`src/rtl/rx_sync_hunter.sv`:
```
module rx_sync_hunter #(
  parameter int TS_BYTES = 4
) (
  input  logic       clk,
  input  logic       rst_n,
  input  logic [1:0] mode,
  input  logic [15:0] sync_pat,
  input  logic       ts_en,
  input  logic       rehunt,
  input  logic       buf_start,
  input  logic       in_valid,
  input  logic [7:0] in_data,
  input  logic       slot_first,
  output logic       in_ready,
  output logic       out_valid,
  output logic [7:0] out_data,
  input  logic       out_ready,
  output logic       in_sync
);
  localparam int TS_W = 8 * TS_BYTES;
  localparam int IW   = (TS_BYTES > 1) ? $clog2(TS_BYTES) : 1;
  localparam logic [IW-1:0] LAST = IW'(TS_BYTES - 1);

  logic            sync_q, prev_hit, hdr_pend;
  logic [IW-1:0]   hdr_idx;
  logic [TS_W-1:0] ts_cnt, ts_snap, ts_shift;
  logic            hunt_ready, sync_set;

  wire hi_hit  = (in_data == sync_pat[15:8]);
  wire lo_hit  = (in_data == sync_pat[7:0]);
  wire hdr_out = sync_q & hdr_pend;

  always_comb begin
    case (mode)
      2'b00: begin hunt_ready = 1'b0;                  sync_set = 1'b1; end
      2'b01: begin hunt_ready = ~slot_first;           sync_set = in_valid & slot_first; end
      2'b10: begin hunt_ready = 1'b1;                  sync_set = in_valid & hi_hit; end
      default: begin hunt_ready = ~(prev_hit & lo_hit); sync_set = in_valid & prev_hit & lo_hit; end
    endcase
  end

  assign ts_shift  = ts_snap << {hdr_idx, 3'b000};
  assign out_valid = hdr_out | (sync_q & in_valid);
  assign out_data  = hdr_out ? ts_shift[TS_W-1 -: 8] : in_data;
  assign in_ready  = sync_q ? (~hdr_pend & out_ready) : hunt_ready;
  assign in_sync   = sync_q;

  always_ff @(posedge clk or negedge rst_n) begin
    if (!rst_n) begin
      ts_cnt <= '0;
    end else begin
      ts_cnt <= ts_cnt + 1'b1;
    end
  end

  always_ff @(posedge clk or negedge rst_n) begin
    if (!rst_n) begin
      sync_q   <= 1'b0;
      prev_hit <= 1'b0;
    end else if (rehunt) begin
      sync_q   <= 1'b0;
      prev_hit <= 1'b0;
    end else if (!sync_q) begin
      if (sync_set) begin
        sync_q   <= 1'b1;
        prev_hit <= 1'b0;
      end else if (mode == 2'b11 && in_valid) begin
        prev_hit <= hi_hit;
      end
    end
  end

  always_ff @(posedge clk or negedge rst_n) begin
    if (!rst_n) begin
      hdr_pend <= 1'b0;
      hdr_idx  <= '0;
      ts_snap  <= '0;
    end else if (buf_start && ts_en) begin
      hdr_pend <= 1'b1;
      hdr_idx  <= '0;
      ts_snap  <= ts_cnt;
    end else if (rehunt) begin
      hdr_pend <= 1'b0;
    end else if (hdr_out && out_ready) begin
      hdr_idx <= hdr_idx + 1'b1;
      if (hdr_idx == LAST) hdr_pend <= 1'b0;
    end
  end
endmodule

```
`config.mk`:
```
export PLATFORM = sky130hd
export DESIGN_NAME = rx_sync_hunter
export DESIGN_NICKNAME = d
export VERILOG_FILES = /design/src/rtl/rx_sync_hunter.sv
export SDC_FILE = /design/constraint.sdc
export NUM_CORES = 1
export LEC_CHECK = 0
export BUFFER_PORTS_ARGS = -buffer_cell sky130_fd_sc_hd__buf_2
export CORE_UTILIZATION = 25
export DETAILED_ROUTE_END_ITERATION = 10
export GPL_TIMING_DRIVEN = 0
export MAX_ROUTING_LAYER = met4
export PLACE_DENSITY = 0.5
export REMOVE_ABC_BUFFERS = 1
export SLEW_MARGIN = 20
export SYNTH_ARGS = -nofsm -noshare
export SYNTH_HDL_FRONTEND = slang
export SYNTH_SLANG_ARGS = --single-unit
```
`constraint.sdc`:
```
create_clock -name clk -period 2.1 [get_ports clk]
set_input_delay 0.105 -clock clk [delete_from_list [all_inputs] [get_ports clk]]
set_output_delay 0.105 -clock clk [all_outputs]
set_load 0.02 [all_outputs]
```
* Word-level counts from Yosys, hierarchy flattened
Index checks and enable logic that the tools add are counted.
** Cells by class
- Add/sub/neg operators :: 2
- Equality and inequality tests :: 8
- Shift-type cells :: 1
- Multiplexer cells :: 18
- Bitwise operators :: 12
- Reductions and logical operators :: 11
** Operators by type and width (count)
- $add 32x1->32 const B :: 1
- $shl 32x5->32 :: 1
- $eq 8x8->1 :: 2
- $mux 1 :: 12
- $reduce_bool 3->1 :: 3
- $and 1x1->1 :: 8
- $mux 8 :: 1
- $eq 2x2->1 const B :: 3
- $mux 2 :: 3
- $pmux 1 s3 :: 2
- $reduce_and 2->1 :: 3
- $logic_and 1x1->1 :: 3
- $not 1->1 :: 3
- $add 2x1->2 const B :: 1
- $eq 2x1->1 const B :: 1
- $logic_not 2->1 :: 1
- $ne 2x1->1 const B :: 1
- $ne 2x2->1 const B :: 1
- $reduce_bool 2->1 :: 1
- $or 1x1->1 :: 1
** Storage, ports and cells
- Bits in registers :: 69
- Input bits :: 34
- Word-level logic and storage cells :: 58

* Longest topological paths before layout
Gate-level depths: netlist of the first run.
- Depth in word-level cells :: 6
- Depth in mapped cells :: 7
- Depth with buffers taken out :: 7

* Worst setup path after synthesis of the first run
Ideal clock, no wire load.
- Path type :: reg2reg
- Start :: register sync_q (netlist: in_sync)
- End :: register prev_hit
- Arrival time :: 1575 ps
- Data required time :: 1996 ps
- Setup slack :: 422 ps
- Cell stages (with the launch flop) :: 6
- Buffers on the path :: 1
- Clock period less this slack :: 1678 ps
- Cell sequence :: dfrtp_1 > clkbuf_1 > nor2b_1 > nand2_1 > or4_1 > a221oi_1
** On the way
- Longest elaborated chain between the ends :: 2
** Ends and longest elaborated chain
- start: declaration :: RTL line 24 : logic sync_q, prev_hit, hdr_pend;
- start signal: assignment :: RTL line 58 : sync_q <= 1'b0;
- start signal: assignment :: RTL line 61 : sync_q <= 1'b0;
- start signal: assignment :: RTL line 65 : sync_q <= 1'b1;
- $ne 2x2->1 (no line)
- $reduce_and 2->1 (no line)
- end signal: assignment :: RTL line 68 : prev_hit <= hi_hit;
- end: declaration :: RTL line 24
Every way passes these cells.
A chain may end at the register's enable or synchronous reset.

* Final worst setup path of the first run
- Start :: register hdr_idx[0]
- End :: output out_data[4]
** On the way
- Longest elaborated chain between the ends :: 2
** Ends and longest elaborated chain
- start: declaration :: RTL line 25 : logic [IW-1:0] hdr_idx;
- start signal: assignment :: RTL line 85 : hdr_idx <= hdr_idx + 1'b1;
- $shl 32x5->32 :: RTL line 42 : assign ts_shift = ts_snap << {hdr_idx, 3'b000};
- $mux 8 :: RTL line 44 : assign out_data = hdr_out ? ts_shift[TS_W-1 -: 8] : in_data;
- end: declaration :: RTL line 16 : output logic [7:0] out_data,
Every way passes these cells.

==> reports/metrics.csv, run 1 <==
metric,value,unit
Setup-failing EPs final,0,
Clock Path Buffers,2,
Async SR Flop Fraction,100,%
Netlist Area Pre-Place,3440,µm²
Placement Setup Slack,189,ps
clk sinks,69,
clk_skew,8.84,ps
adder-cell area share of the yosys netlist,2.55,%
worst path required time,2000,ps
status,finished clean,
crit share post-route,94.3,%
CTS root buffer,clkbuf_16,
fin crit period,1980,ps
Worst Path Max Fanout,10,
arrival time worst endpoint,1880,ps
HP Class,in -> reg,
Ys Warns,0,
leading area contributor after synthesis,dfrtp_1,
register area share after synthesis,50.2,%
Final Slew Violations,0,
f_max,505,MHz
ys flop type,dfrtp_1,
core area,13300,µm²
"slowest stage cell, crit path",dfrtp_4,
die width,119,µm
Synth Area in Simple Gates,13.2,%
# rows,42,
via count,2230,
Diodes inserted,0,
half-perimeter wire length after placement,5.27,mm
RSZ-0062 raised after global routing,no,
layout cells sized above 1,37.4,%
WL/cell,14.2,µm
total track usage,11.5,%
final hold violation count,0,
Syn Inst Count,266,
"Cell Chain, Critical Path",mux4_2 -> mux2_2 -> buf_2,
Least-Margin Pin Slew,486,ps
H-tree depth,3,
Compound-Gate Fraction of Synth Area,2.33,%
Routed Antenna Nets,0,
io pins,45,
Detailed Routing Iterations Pass 1,4,
"EDFF count, synth",0,
Leak,1.97,nW
initial antenna violation count,0,
max_slew headroom,67.3,%
Synth cell types,40,
Initial Util,25.8,%
"CTS clk-pin slew, worst paths",60,ps
Synth top area share,50.2,%
first-pass GRT wire length,12.2,mm
max-cap violation count,0,
gpl congestion,0.747,
setup_tns,0,ps
worst skew pair latency,330,ps
Layout area overhead,23.1,%
Max VDD drop,0.353,mV
routed wire length,7.15,mm
Yosys reg bits,69,
synth top area cells,"dfrtp_1, mux2_2, xnor2_1",
CP Class,reg -> out,
initial DRC count,92,
fin worst setup slack,120,ps
grt total ovfl,0,
largest family of logic cells by synthesized area,multiplexers,
vias per cell,4.44,
vias in the first global route,2378,
TritonCTS clock tree,built,
Pwr per Cell Area,704,nW/µm²
post-synthesis mux area share,18.3,%
Critical Path Max Stage Delay,560,ps
Worst setup SP type,register,
Port Buffer Count,44,
Nets,362,
Die Area,14200,µm²
buffer count from post-CTS setup fixing,0,
DR DRC count,0,
DIE HEIGHT,119,µm
Crit. End Element,primary output,
Synth Area in XOR/XNOR,12.0,%
pin count of the biggest net entering global routing,39,
CTS Buf Count,9,
synthesized area per cell,12.9,µm²
-- per-layer routing --
metal  share of wire [%]  vias to the layer above  track usage (%)
met5                   0                        -                -
met4                0.74                        0             3.48
met3                 4.6                        6             3.88
met2                  48                       46             18.0
met1                  46                     1114             14.0
li1                    -                     1064                -
-- worst paths after layout --
check	start	end	slack (ps)	cells past startpoint
worst max-delay path	hdr_idx[0]$_DFFE_PN0P_	out_data[4]	120	3
worst min-delay path	in_valid	in_sync$_DFF_PN0_	70	3
worst max register to register	ts_cnt[0]$_DFF_PN0_	ts_cnt[22]$_DFF_PN0_	280	6
worst min register to register	ts_cnt[31]$_DFF_PN0_	ts_cnt[31]$_DFF_PN0_	470	1
max in group asynchronous	rst_n	hdr_idx[0]$_DFFE_PN0P_	1280	3
min in group asynchronous	rst_n	prev_hit$_DFFE_PN0P_	260	2
-- cell usage in the layout, fill, tap and decap left out, types with 2 or more instances in the layout --
master         count
and4_1             3
nor4_4             2
nand2_1           19
buf_2             43
a21oi_1            3
ha_1               7
inv_1              5
clkbuf_16          9
xor2_1            12
and3_1             6
dlygate4sd3_1      5
nor4_1             2
nand3_1           13
nand4_1            3
and4_2             2
clkinvlp_4         4
mux4_2             8
and2_1             2
nor2_1             2
clkinv_4           2
nor3_1             4
nand3b_1           2
dfrtp_1           68
nor2b_1            2
o21a_1             2
mux2_2            39
xnor2_1           35
-- sequential cells by signal (all words and copies together) (netlist names) --
name and count:
hdr_idx 2, ts_cnt 32, prev_hit 1, in_sync 1, hdr_pend 1, ts_snap 32
-- synthesized netlist by cell type, types with 3 or more instances --
cell type  number
a21oi_1         3
and3_1          6
and4_1          3
clkbuf_1        5
dfrtp_1        69
ha_1            7
inv_1           5
mux2_2         39
mux4_2          8
nand2_1        20
nand3_1        13
nand4_1         3
nor3_1          4
xnor2_1        35
xor2_1         12
-- cell type report --
type                            count  area (µm²)
Multi-Input combinational cell    185        1670
Tap cell                          176         220
Clock buffer                        9         225
Fill cell                        1389        9110
Sequential cell                    69        1730
Inverter                            5        18.8
Clock inverter                      7        52.6
Timing Repair Buffer               51         320
-- logic make-up after synthesis --
kind of cell,after synthesis
AND/OR/NAND/NOR,72
flip-flops,69
buffers and inverters,12
XOR/XNOR,47
adder cells (fa/ha/maj),7
multiplexers,48
AO/OA/AOI/OAI,11
-- where the power goes --
part	internal (mW)	switching, mW
Clock	0.799	0.569
Sequential	1.34	0.0200
Combinational	0.116	0.133
-- what timing repair did --
| action | CTS | global route |
|---|---|---|
| endpoints found under the hold margin | 35 | 0 |
| endpoints found under the setup margin | 8 | 1 |
| resized for setup | 1 | 1 |
| pin swaps | 0 | 0 |
| hold buffers | 5 | 0 |
-- critical path, delay by kind of cell (launching register included) --
| family | cells | cell delay, ps |
|---|---|---|
| muxes | 2 | 840 |
| DFF | 1 | 560 |
| buffers and inverters | 1 | 160 |
-- stage by stage --
| stage | power, mW | area (µm²) | cells | hold slack, ps | util, % |
|---|---|---|---|---|---|
| 3_5_place_dp | 1.63 | 3900 | 481 | 76.5 | 29.2 |
| 4_1_cts | 3.03 | 4230 | 502 | 50.6 | 31.7 |
| 6_report | 2.98 | 4230 | 502 | 71.5 | 31.7 |
| 5_1_grt | 3.12 | 4230 | 502 | 59.2 | 31.7 |
| 2_1_floorplan | 1.51 | 3410 | 259 | -191 | - |
| 3_3_place_gp | 1.62 | 3850 | 479 | 310 | 28.8 |
(Power assumes the default switching activity.)
==> run 2, diff against run 1 <==
--- a/config.mk
+++ b/config.mk
@@ -8,7 +8,6 @@
 export BUFFER_PORTS_ARGS = -buffer_cell sky130_fd_sc_hd__buf_2
 export CORE_UTILIZATION = 25
 export DETAILED_ROUTE_END_ITERATION = 10
-export GPL_TIMING_DRIVEN = 0
 export MAX_ROUTING_LAYER = met4
 export PLACE_DENSITY = 0.5
 export REMOVE_ABC_BUFFERS = 1
==> run 2 against run 1 <==
  * Register-to-register slack gained 40 ps
  * Hold slack lost 13 ps
  * Non-clock buffer count grew 3
  * Utilization grew 0.12 points
  * Flip-flop and latch count is the same
  * Sequential power is essentially flat
  * Largest power group unchanged
  * Highest routed layer unchanged
==> reports/metrics.csv, run 2 (same netlist as run 1, synthesis figures left out) <==
metric,value,unit,change
die width,119,µm,unchanged
HP Class,in -> reg,,unchanged
WL/cell,14.2,µm,about the same
via count,2215,,was 2230
Post-Place Cells,484,,was 481
setup_tns,0,ps,unchanged
worst path required time,2000,ps,about the same
fin crit period,1890,ps,was 1980 ps
gpl congestion,0.758,,was 0.747
FILL cells,1365,,was 1389
Diodes inserted,0,,unchanged
most frequent cells in the layout,"dfrtp_1, buf_2, mux2_2",,unchanged
H-tree depth,3,,unchanged
f_max,530,MHz,was 505 MHz
Port Buffer Count,44,,unchanged
vias per cell,4.40,,was 4.44
layout cells sized above 1,36.7,%,was 37.4%
"Cell Chain, Critical Path",buf_4 -> mux4_2 -> mux2_2 -> buf_2,,was mux4_2 -> mux2_2 -> buf_2
Pwr per Cell Area,736,nW/µm²,was 704 nW/µm²
Final Slew Violations,0,,unchanged
Clock Path Buffers,2,,unchanged
total track usage,11.4,%,was 11.5%
Critical Path Max Stage Delay,520,ps,was 560 ps
routed wire length,7.16,mm,was 7.15 mm
final hold violation count,0,,unchanged
DIE HEIGHT,119,µm,unchanged
biggest regs,"ts_cnt: 32 flops, ts_snap: 32 flops, hdr_idx: 2 flops",,unchanged
initial antenna violation count,0,,unchanged
core area,13300,µm²,unchanged
io pins,45,,unchanged
Setup-failing EPs final,0,,unchanged
post-route cell area,4250,µm²,was 4230 µm²
CTS root buffer,clkbuf_16,,unchanged
Leak,2.00,nW,was 1.97 nW
Hold Crit Depth,3,,unchanged
Area after DPL,3900,µm²,about the same
CP Class,reg -> out,,unchanged
Layout area overhead,23.6,%,was 23.1%
Placement Setup Slack,243,ps,was 189 ps
overall power,3.13,mW,was 2.98 mW
"CTS clk-pin slew, worst paths",60,ps,about the same
Least-Margin Pin Slew,781,ps,was 486 ps
Initial Util,25.8,%,unchanged
worst skew pair latency,330,ps,about the same
worst r2r path cells,4,,was 6
# rows,42,,unchanged
pin count of the biggest net entering global routing,35,,was 39
Worst setup SP type,register,,unchanged
Routed Antenna Nets,0,,unchanged
fin worst setup slack,212,ps,was 120 ps
CTS Buf Count,9,,unchanged
"slowest stage cell, crit path",mux4_2,,was dfrtp_4
grt total ovfl,0,,unchanged
arrival time worst endpoint,1780,ps,was 1880 ps
status,finished clean,,unchanged
clk_skew,6.04,ps,was 8.84 ps
half-perimeter wire length after placement,5.37,mm,was 5.27 mm
TritonCTS clock tree,built,,unchanged
DR DRC count,0,,unchanged
vias in the first global route,2332,,was 2378
Die Area,14200,µm²,unchanged
first-pass GRT wire length,12.0,mm,was 12.2 mm
Detailed Routing Iterations Pass 1,4,,unchanged
"most common cell after layout, fill and taps aside",dfrtp_1,,unchanged
max-cap violation count,0,,unchanged
initial DRC count,77,,was 92
fin cells,503,,was 502
max_slew headroom,47.9,%,was 67.3%
buffer count from post-CTS setup fixing,0,,unchanged
Nets,365,,was 362
clk sinks,69,,unchanged
crit share post-route,89.9,%,was 94.3%
Worst Path Max Fanout,5,,was 10
Crit. End Element,primary output,,unchanged
Max VDD drop,0.316,mV,was 0.353 mV
RSZ-0062 raised after global routing,no,,unchanged
[run 2: changes by cell type in the layout (fill, tap and decap cells not counted), sizes merged]
| cell | previous run | this run |
|---|---|---|
| clkinv | 3 | 0 |
| clkbuf | 9 | 13 |
| clkinvlp | 4 | 0 |
| bufinv | 0 | 1 |
| buf | 46 | 49 |
[run 2: final timing paths]
| kind | from | endpoint | slack [ps] |
|---|---|---|---|
| worst max-delay path | hdr_idx[0]$_DFFE_PN0P_ | out_data[1] | 210 |
| worst min-delay path | in_valid | in_sync$_DFF_PN0_ | 60 |
| worst max register to register | hdr_idx[1]$_DFFE_PN0P_ | hdr_idx[1]$_DFFE_PN0P_ | 320 |
| worst min register to register | ts_cnt[31]$_DFF_PN0_ | ts_cnt[31]$_DFF_PN0_ | 470 |
| max in group asynchronous | rst_n | ts_snap[7]$_DFFE_PN0P_ | 1010 |
| min in group asynchronous | rst_n | prev_hit$_DFFE_PN0P_ | 390 |
[run 2: power by group]
part | switching, mW | total (mW) | internal, mW | leakage [nW]
combinational | 0.138 | 0.253 | 0.114 | 0.923
clock | 0.514 | 1.52 | 1.00 | 0.148
sequential | 0.0132 | 1.36 | 1.35 | 0.931
total | 0.666 | 3.13 | 2.46 | 2.00
[run 2: through the flow]
stage,utilization [%],hold WS [ps]
2_1_floorplan,-,-191
3_3_place_gp,29.2,230
3_5_place_dp,29.2,230
4_1_cts,31.8,44.5
5_1_grt,31.8,72.0
6_report,31.8,58.8
[run 2: metal layers]
metal  vias up  global-route usage, %  wire length, µm
met2        33                   18.0             3520
li1       1063                      -                -
met4         0                   4.83               93
met3         7                   3.16              251
met1      1112                   13.8             3290
met5         -                      -                0
[run 2: critical path: cells and delay by family (launching register included)]
| family | cells | cell delay [ps] |
|---|---|---|
| buf+inv | 2 | 330 |
| flops | 1 | 340 |
| mux | 2 | 790 |
[run 2: cell type report]
class,instances,area [µm²],share of cell area (%)
flip-flops and latches,69,1730,40.6
well taps,176,220,5.18
repair buffers,54,320,7.54
clock buffers,13,270,6.36
clock inverters,1,30.0,0.707
multi-input cells,185,1660,39.2
inverters,5,18.8,0.442
[run 2: what timing repair did]
item	in CTS	in global routing
gates resized for setup	0	0
hold endpoints to repair	35	0
hold buffers	5	0
